File: src/rtl/strobe_fifo_pkg.sv
package strobe_fifo_pkg;

  // occupancy after one cycle of accepted operations
  function automatic int next_count(int cnt, bit wr_ok, bit rd_ok);
    int n;
    n = cnt;
    if (wr_ok && !rd_ok) n = cnt + 1;
    if (rd_ok && !wr_ok) n = cnt - 1;
    return n;
  endfunction

  // threshold for the half-full flag
  function automatic bit above_half(int cnt, int depth);
    return cnt >= (depth / 2) + 1;
  endfunction

  // occupancy after the read side is rewound to location zero
  function automatic int rewind_count(int wr_pos);
    return wr_pos;
  endfunction

endpackage

File: src/rtl/strobe_sync.sv
module strobe_sync #(
  parameter int STAGES = 2
) (
  input  logic clk,
  input  logic rst_n,
  input  logic strobe_n,
  output logic low_lvl,
  output logic rise
);
  logic [STAGES-1:0] chain;
  logic              prev;

  always_ff @(posedge clk or negedge rst_n) begin
    if (!rst_n) chain[0] <= 1'b1;
    else        chain[0] <= strobe_n;
  end

  for (genvar g = 1; g < STAGES; g++) begin : g_stage
    always_ff @(posedge clk or negedge rst_n) begin
      if (!rst_n) chain[g] <= 1'b1;
      else        chain[g] <= chain[g-1];
    end
  end

  always_ff @(posedge clk or negedge rst_n) begin
    if (!rst_n) prev <= 1'b1;
    else        prev <= chain[STAGES-1];
  end

  assign low_lvl = ~chain[STAGES-1];
  assign rise    = chain[STAGES-1] & ~prev;
endmodule

File: src/rtl/fifo_store.sv
module fifo_store #(
  parameter int WIDTH = 9,
  parameter int DEPTH = 512,
  localparam int AW   = $clog2(DEPTH)
) (
  input  logic             clk,
  input  logic             we,
  input  logic [AW-1:0]    waddr,
  input  logic [WIDTH-1:0] wdata,
  input  logic [AW-1:0]    raddr,
  output logic [WIDTH-1:0] rdata
);
  logic [WIDTH-1:0] cells [DEPTH];

  always_ff @(posedge clk) begin
    if (we) cells[waddr] <= wdata;
  end

  assign rdata = cells[raddr];
endmodule

File: src/rtl/fifo_ctrl.sv
module fifo_ctrl
  import strobe_fifo_pkg::*;
#(
  parameter int DEPTH = 512,
  localparam int AW   = $clog2(DEPTH),
  localparam int CW   = AW + 1
) (
  input  logic          clk,
  input  logic          rst_n,
  input  logic          wr_rise,
  input  logic          rd_rise,
  input  logic          wr_low,
  input  logic          retx,
  output logic [AW-1:0] wr_ptr,
  output logic [AW-1:0] rd_ptr,
  output logic [CW-1:0] occ,
  output logic          wr_acc,
  output logic          rd_acc,
  output logic          empty,
  output logic          full,
  output logic          half_full
);
  localparam logic [CW-1:0] CNT_MAX = CW'(DEPTH);

  logic cnt_full;
  logic cnt_zero;
  logic ft_hold;
  logic ft_set;

  assign cnt_full = (occ == CNT_MAX);
  assign cnt_zero = (occ == '0);
  assign wr_acc   = wr_rise & ~retx & ~cnt_full;
  assign rd_acc   = rd_rise & ~retx & ~cnt_zero;
  // a read frees a slot while a writer is already waiting
  assign ft_set   = rd_acc & cnt_full & wr_low;

  always_ff @(posedge clk or negedge rst_n) begin
    if (!rst_n) begin
      wr_ptr <= '0;
      rd_ptr <= '0;
      occ    <= '0;
    end else if (retx) begin
      rd_ptr <= '0;
      occ    <= CW'(rewind_count(int'(wr_ptr)));
    end else begin
      if (wr_acc) wr_ptr <= wr_ptr + 1'b1;
      if (rd_acc) rd_ptr <= rd_ptr + 1'b1;
      occ <= CW'(next_count(int'(occ), wr_acc, rd_acc));
    end
  end

  always_ff @(posedge clk or negedge rst_n) begin
    if (!rst_n)                                  ft_hold <= 1'b0;
    else if (ft_set)                             ft_hold <= 1'b1;
    else if (retx || wr_rise || !wr_low || rd_acc) ft_hold <= 1'b0;
  end

  assign empty     = cnt_zero;
  assign full      = cnt_full | ft_hold;
  assign half_full = above_half(int'(occ), DEPTH);
endmodule

File: src/rtl/strobe_fifo.sv
module strobe_fifo #(
  parameter int WIDTH = 9,
  parameter int DEPTH = 512,
  parameter int SYNC_STAGES = 2,
  localparam int AW = $clog2(DEPTH),
  localparam int CW = AW + 1
) (
  input  logic             clk,
  input  logic             rst_n,
  input  logic             wr_n,
  input  logic             rd_n,
  input  logic             retx,
  input  logic [WIDTH-1:0] din,
  output logic [WIDTH-1:0] dout,
  output logic             dout_oe,
  output logic             empty,
  output logic             full,
  output logic             half_full
);
  // named internal events, brought out for the checker
  logic          wr_low, wr_rise;
  logic          rd_low, rd_rise;
  logic          wr_acc, rd_acc;
  logic [AW-1:0] wr_ptr, rd_ptr;
  logic [CW-1:0] occ;
  logic [WIDTH-1:0] head;

  strobe_sync #(.STAGES(SYNC_STAGES)) u_wr_sync (
    .clk(clk), .rst_n(rst_n), .strobe_n(wr_n), .low_lvl(wr_low), .rise(wr_rise)
  );

  strobe_sync #(.STAGES(SYNC_STAGES)) u_rd_sync (
    .clk(clk), .rst_n(rst_n), .strobe_n(rd_n), .low_lvl(rd_low), .rise(rd_rise)
  );

  fifo_ctrl #(.DEPTH(DEPTH)) u_ctrl (
    .clk(clk), .rst_n(rst_n),
    .wr_rise(wr_rise), .rd_rise(rd_rise), .wr_low(wr_low), .retx(retx),
    .wr_ptr(wr_ptr), .rd_ptr(rd_ptr), .occ(occ),
    .wr_acc(wr_acc), .rd_acc(rd_acc),
    .empty(empty), .full(full), .half_full(half_full)
  );

  fifo_store #(.WIDTH(WIDTH), .DEPTH(DEPTH)) u_store (
    .clk(clk), .we(wr_acc), .waddr(wr_ptr), .wdata(din),
    .raddr(rd_ptr), .rdata(head)
  );

  assign dout_oe = rd_low;
  assign dout    = rd_low ? head : '0;
endmodule

File: config.mk
export PLATFORM = sky130hd
export DESIGN_NAME = strobe_fifo
export DESIGN_NICKNAME = d
export VERILOG_FILES = /design/src/rtl/strobe_fifo_pkg.sv /design/src/rtl/strobe_sync.sv /design/src/rtl/fifo_store.sv /design/src/rtl/fifo_ctrl.sv /design/src/rtl/strobe_fifo.sv
export SDC_FILE = /design/constraint.sdc
export NUM_CORES = 2
export LEC_CHECK = 0
export BUFFER_PORTS_ARGS = -buffer_cell sky130_fd_sc_hd__clkbuf_2
export CAP_MARGIN = 20
export CORE_MARGIN = 1
export CORE_UTILIZATION = 45
export DETAILED_ROUTE_END_ITERATION = 7
export PLACE_DENSITY = 0.67
export SLEW_MARGIN = 30
export SYNTH_ARGS = -nofsm -noshare
export SYNTH_HDL_FRONTEND = slang
export SYNTH_MEMORY_MAX_BITS = 65536
export SYNTH_SLANG_ARGS = --single-unit
File: constraint.sdc
create_clock -name clk -period 3.99 [get_ports clk]
set_input_delay 0.5985 -clock clk [delete_from_list [all_inputs] [get_ports clk]]
set_output_delay 0.5985 -clock clk [all_outputs]
set_load 0.005 [all_outputs]
# Word-level counts from Yosys, hierarchy flattened
# Memory sizes are Yosys's and may differ from the RTL's.
# Cells that the tools add are included.
# word_totals
latchBits	0
output_inout_bits	13
ff_bits	35
mem_bits_ro	0
input_bits	14
mem_count	1
elab_cells	55
ram_bits	4608
# memory_table
memory	words	width	rd	rd_ports_with_merged_regs	wr	line_no	rtl
u_store.cells	512	9	1	0	1	fifo_store.sv:13	logic [WIDTH-1:0] cells [DEPTH];
# classes
order_cmp	1
n_addsub	4
n_mux	10
bitwise	16
shifts	0
eq_ne	1
mul	0
div_mod_pow	0
n_reduce_logical	12
# ops
op	n
$mux W10	3
$mux W9	3
$add A9 B1 Y9 const B	2
$add A10 B1 Y10 const B	1
$eq A10 B10 Y1 const B	1
$ge A10 B9 Y1 const B	1
$logic_not A10 Y1	1
$sub A10 B1 Y10 const B	1
$and A1 B1 Y1	8
$not A1 Y1	7
$mux W1	4
$reduce_bool A2 Y1	2
$logic_or A1 B1 Y1	3
$reduce_bool A3 Y1	1
$logic_and A1 B1 Y1	2
$logic_not A1 Y1	2
$reduce_and A2 Y1	1
$or A1 B1 Y1	1

# Logic depth before layout (Yosys ltp)
# logic_depth
depth_word	9
ltp_mapped	14
ltp_nobuf	10

# Modules after synthesis
# Synthesis repeated with hierarchy kept, for this count alone.
# unflattened
cells_unflattened	9124
area_unflattened_um2	181734.3
# by_module_without_submodules
mod	seq_area_each_um2	cells_per_inst	area_each_um2	instances
fifo_store	138372.7	8879	179434.6	1
fifo_ctrl	725.7	226	2050.7	1
strobe_sync	78.8	5	96.3	2
strobe_fifo	0.0	9	56.3	1

# Worst setup path after synthesis
# OpenSTA, ideal clock, no wires.
# synth_timing
path_kind	register to register
start	register u_ctrl.occ[1]
end	register u_ctrl.occ[8]
stages_incl_launch_ff	12
n_path_buf	1
setup_time_ns	0.130
arrival_ns	3.463
required_time_ns	3.860
path_slack_ns	0.397
synth_period_minus_slack_ns	3.593
cell_sequence	dfrtp_1 or4_4 or4b_4 o31a_1 clkbuf_1 nor3_1 xor2_1 ha_1 or4_4 o32ai_2 xnor2_1 o21ai_1
# synth_via
elab_chain_len	7
elab_cells_between_ends	16
classes_between	add/sub (2); eq/ne (1); mux (3); bitwise (4); reduce/logical (6)
# synth_lines
item	line_no	rtl
start: declaration	fifo_ctrl.sv:16	output logic [CW-1:0] occ,
start signal: assignment	fifo_ctrl.sv:44	occ <= CW'(rewind_count(int'(wr_ptr)));
start signal: assignment	fifo_ctrl.sv:48	occ <= CW'(next_count(int'(occ), wr_acc, rd_acc));
branches (longest 7 deep; another with $add A10 B1 Y10)	-	
# Several ways; the timed one is not identified. The select of a mux whose other input is x is not followed.
# A chain may end at the register's enable or synchronous reset.

# Worst setup path after layout
# layout_timing
start	register u_ctrl.rd_ptr[0]
end	output dout[4]
# layout_via
elab_chain_len	2
# layout_lines
item	line_no	rtl
start: declaration	fifo_ctrl.sv:15	output logic [AW-1:0] rd_ptr,
start signal: assignment	fifo_ctrl.sv:47	if (rd_acc) rd_ptr <= rd_ptr + 1'b1;
$mem_v2 Z512 W9	-	
$mux W9	strobe_fifo.sv:50	assign dout = rd_low ? head : '0;
end: declaration	strobe_fifo.sv:14	output logic [WIDTH-1:0] dout,
# No other way between the ends.

==> results_dict.tcl <==
set metrics [dict create \
    status "finished with violations" \
    violations "setup timing" \
    fp.dieW_um 634.8 \
    worst-path-max-fanout 7 \
    fmax_mhz 190.2 \
    timing.hold.ws_ns 0.02900 \
    cts_made_buffers 445 \
    routed_wirelength_um 514400 \
    total_leakage_power_nw 66.43 \
    io_buffers 26 \
    hpwlAfterDp_um 324700 \
    num-nets-final 9905 \
    synth_cells 8811 \
    core_area_um2 398800 \
    first_global_vias 95770 \
    insertion_delay_ns 1.01 \
    synth_edf_count 4608 \
    syn-num-nets 8831 \
    grt_max_degree 121 \
    r2r.worst_path.cells 9 \
    drive_gt1_share_pct 30.14 \
    holdCritStartpoint "din[1]" \
    cts_buffer_depth 4 \
    yosysMostFrequentCell "edfxtp_1" \
    synth_commonest_cells "edfxtp_1 (4608), mux4_2 (929), nor2_1 (666), mux2i_1 (487), clkbuf_1 (313)" \
    crit_path_start_kind "flip-flop" \
    setup_ws_ns -1.268 \
    pre_cts_ws_ns -0.9116 \
    yosysSeqAreaShare_pct 77.29 \
    synth_top_area_share_pct 76.80 \
    gp_congestion 0.8937 \
    num_rows 232 \
    avgViaCountPerCell 6.250 \
    start_util_pct 45.18 \
    netlist_top_cells_area "edfxtp_1 (77%), mux4_2 (12%), mux2i_1 (2.7%), nor2_1 (1.4%), clkbuf_1 (0.65%)" \
    worst-endpoint-arrival_ns 4.66 \
    die_h_um 634.8 \
    power_density_nw_per_um2 503.6 \
    drt_first_pass_iters 8 \
    max_cap_violations 0 \
    period_needed_ns 5.258 \
    async_reset_ff_share_pct 0.7538 \
    hold_depth 1 \
    cts-root-buf "clkbuf_16" \
    r2r_slack_ns 0.20 \
    yosys_most_used_dff "edfxtp_1" \
    clk_pin_slew_ns 0.06 \
    dpl_cell_area_um2 195200 \
    synth.distinct_cells 72 \
    timing.rr.start "u_ctrl.occ[1]$_DFFE_PN0P_" \
    final_max_slew_viol_count 0 \
    antenna_found_initial 24 \
    htreeDepth 5 \
    worstSetupPathType "reg -> out" \
    r2r_end "u_store.cells[245][6]$_DFFE_PP_" \
    min_to "u_store.cells[5][1]$_DFFE_PP_" \
    ioPinCount 27 \
    synth-seq-cells 4643 \
    cts.sink_count 4643 \
    grt_setup_unrepaired "yes" \
    design_area_um2 212300 \
    overflow 0 \
    cp-end-kind "output pin" \
    drtIter0Drc 14330 \
    grt_pass1_wl_um 722000 \
    wire_per_inst_um 33.12 \
    n_fill_cell 30210 \
    worst_pin_slew_ns 1.144 \
    peakVddDrop_v 0.0005287 \
    grt_usage_pct 25.13 \
    synth_top_area_cell "edfxtp_1" \
    dr_total_vias 97090 \
    drtAntennaViolNets 0 \
    hold_viol 0 \
    die_area_um2 402900 \
    fin_skew_ns 0.08839 \
    fin_setup_tns_ns -10.82 \
    slew_headroom_pct 23.74 \
    postSynthAreaPerCell_um2 20.45 \
    cts_tree "done" \
    critPathRequiredTime_ns 3.39 \
    drc_errors 0 \
    yosysWarnings 0 \
    fin_crit_sh_pct 131.8 \
    worstHoldPathType "in -> reg" \
    syn2layout_area_growth_pct 17.83 \
    finalSetupViolCount 9 \
    syn-cell-area_um2 180200 \
]
[cells in the final DEF (no fill, tap or decap), types with 18 or more instances in the layout]
cell       count
edfxtp_1    4608
mux4_2       929
buf_4        865
nor2_1       576
mux2i_1      478
clkbuf_16    459
nand2_1      248
buf_12       207
o21ai_0      123
clkinv_1     117
a21oi_1      109
clkbuf_1      97
o22ai_1       95
nor2_2        84
a221oi_1      80
clkinv_2      80
mux2_2        68
a221o_1       57
nand3_1       53
buf_6         47
a31oi_1       44
a211oi_1      40
nor3_1        36
o221ai_1      33
a22oi_1       32
bufinv_16     31
buf_16        30
nor2b_1       27
a211o_1       22
a2111oi_0     22
dfrtp_1       21
nand2b_1      20
o31ai_1       20
nand2_4       18
[kinds of logic (layout without fill, tap and decap cells)]
group / after synthesis / after routing / synth area share (%)
buffers and inverters: 576 / 2019 / 1.497
multiplexers: 1484 / 1484 / 14.74
flip-flops: 4643 / 4643 / 77.29
other: 0 / 14 / 0
adder cells (fa/ha/maj): 6 / 6 / 0.04166
AND/OR/NAND/NOR: 1191 / 1191 / 2.801
AO/OA/AOI/OAI: 887 / 887 / 3.514
XOR/XNOR: 24 / 24 / 0.1167
[report_power, final]
group | leakage [nW] | internal, mW | switching, mW | total, mW
clock network | 6.84 | 22.8 | 18.3 | 41.1
registers | 41.8 | 53.7 | 0.122 | 53.8
logic | 17.8 | 5.68 | 6.36 | 12.0
[sequential cells by signal, summed over array words and instances, names as in the netlist]
| signal | flops |
|---|---|
| u_wr_sync.chain | 2 |
| u_ctrl.wr_ptr | 9 |
| u_store.cells | 4608 |
| u_wr_sync.prev | 1 |
| u_ctrl.occ | 10 |
| u_rd_sync.prev | 1 |
| u_ctrl.rd_ptr | 9 |
| u_ctrl.ft_hold | 1 |
| u_rd_sync.chain | 2 |
[routing by layer]
metal / wire [µm] / global-route usage (%) / up-vias
met2: 239800 / 38.98 / 6344
met5: 69 / 0.06039 / -
met1: 191700 / 34.53 / 50970
li1: - / - / 38740
met4: 22820 / 10.51 / 10
met3: 59960 / 5.632 / 1018
[how the worst max path moves through the flow]
| stage | start | end | slack [ns] | cells after the start |
|---|---|---|---|---|
| 2_1_floorplan | u_ctrl.occ[1]$_DFFE_PN0P_ | u_ctrl.occ[8]$_DFFE_PN0P_ | 0.40 | 11 |
| 3_3_place_gp | u_ctrl.rd_ptr[0]$_DFFE_PN0P_ | dout[4] | -1.27 | 13 |
| 3_5_place_dp | u_ctrl.rd_ptr[0]$_DFFE_PN0P_ | dout[5] | -0.91 | 13 |
| 4_1_cts | u_ctrl.rd_ptr[0]$_DFFE_PN0P_ | dout[4] | -1.34 | 14 |
| 5_1_grt | u_ctrl.rd_ptr[0]$_DFFE_PN0P_ | dout[4] | -1.28 | 14 |
| 6_report | u_ctrl.rd_ptr[0]$_DFFE_PN0P_ | dout[4] | -1.27 | 14 |
[metrics by stage]
step	util, %	instances	total power, mW
floorplan	-	8811	61.06
global placement	48.91	14600	65.47
detailed placement	48.94	14600	65.65
CTS	52.90	15470	106.7
global route	53.22	15530	109.4
finish	53.23	15530	106.9
[critical path, cell delays in order, from the launching register on]
cell and delay [ns]:
dfrtp_4 0.53, buf_16 0.18, buf_12 0.16, buf_16 0.16
buf_16 0.16, buf_12 0.14, mux4_2 0.36, o22ai_4 0.08
a211o_4 0.31, a211oi_4 0.46, buf_4 0.20, o32a_1 0.19
nor2_4 0.07, o32ai_4 0.39, buf_2 0.20
[timing repair]
action                     in CTS  in global routing
setup endpoints to repair       9                  9
pin swaps                      38                 48
cloned                         14                  8
hold buffers                    3                  1
gates resized for setup       194                150
buffers inserted               40                 47
hold endpoints to repair       36                  8
[cell type report]
cell class	count	area [µm²]	share of cell area (%)
clock inverter	265	2360	1.112
tap	5265	6588	3.103
timing repair buffer	1192	12590	5.932
multi-input combinational	3592	39700	18.70
sequential	4643	139300	65.61
inverter	11	53.80	0.02534
antenna	14	35.03	0.01650
clock buffer	551	11690	5.507
Note: power is estimated with default switching activity, not from simulation.
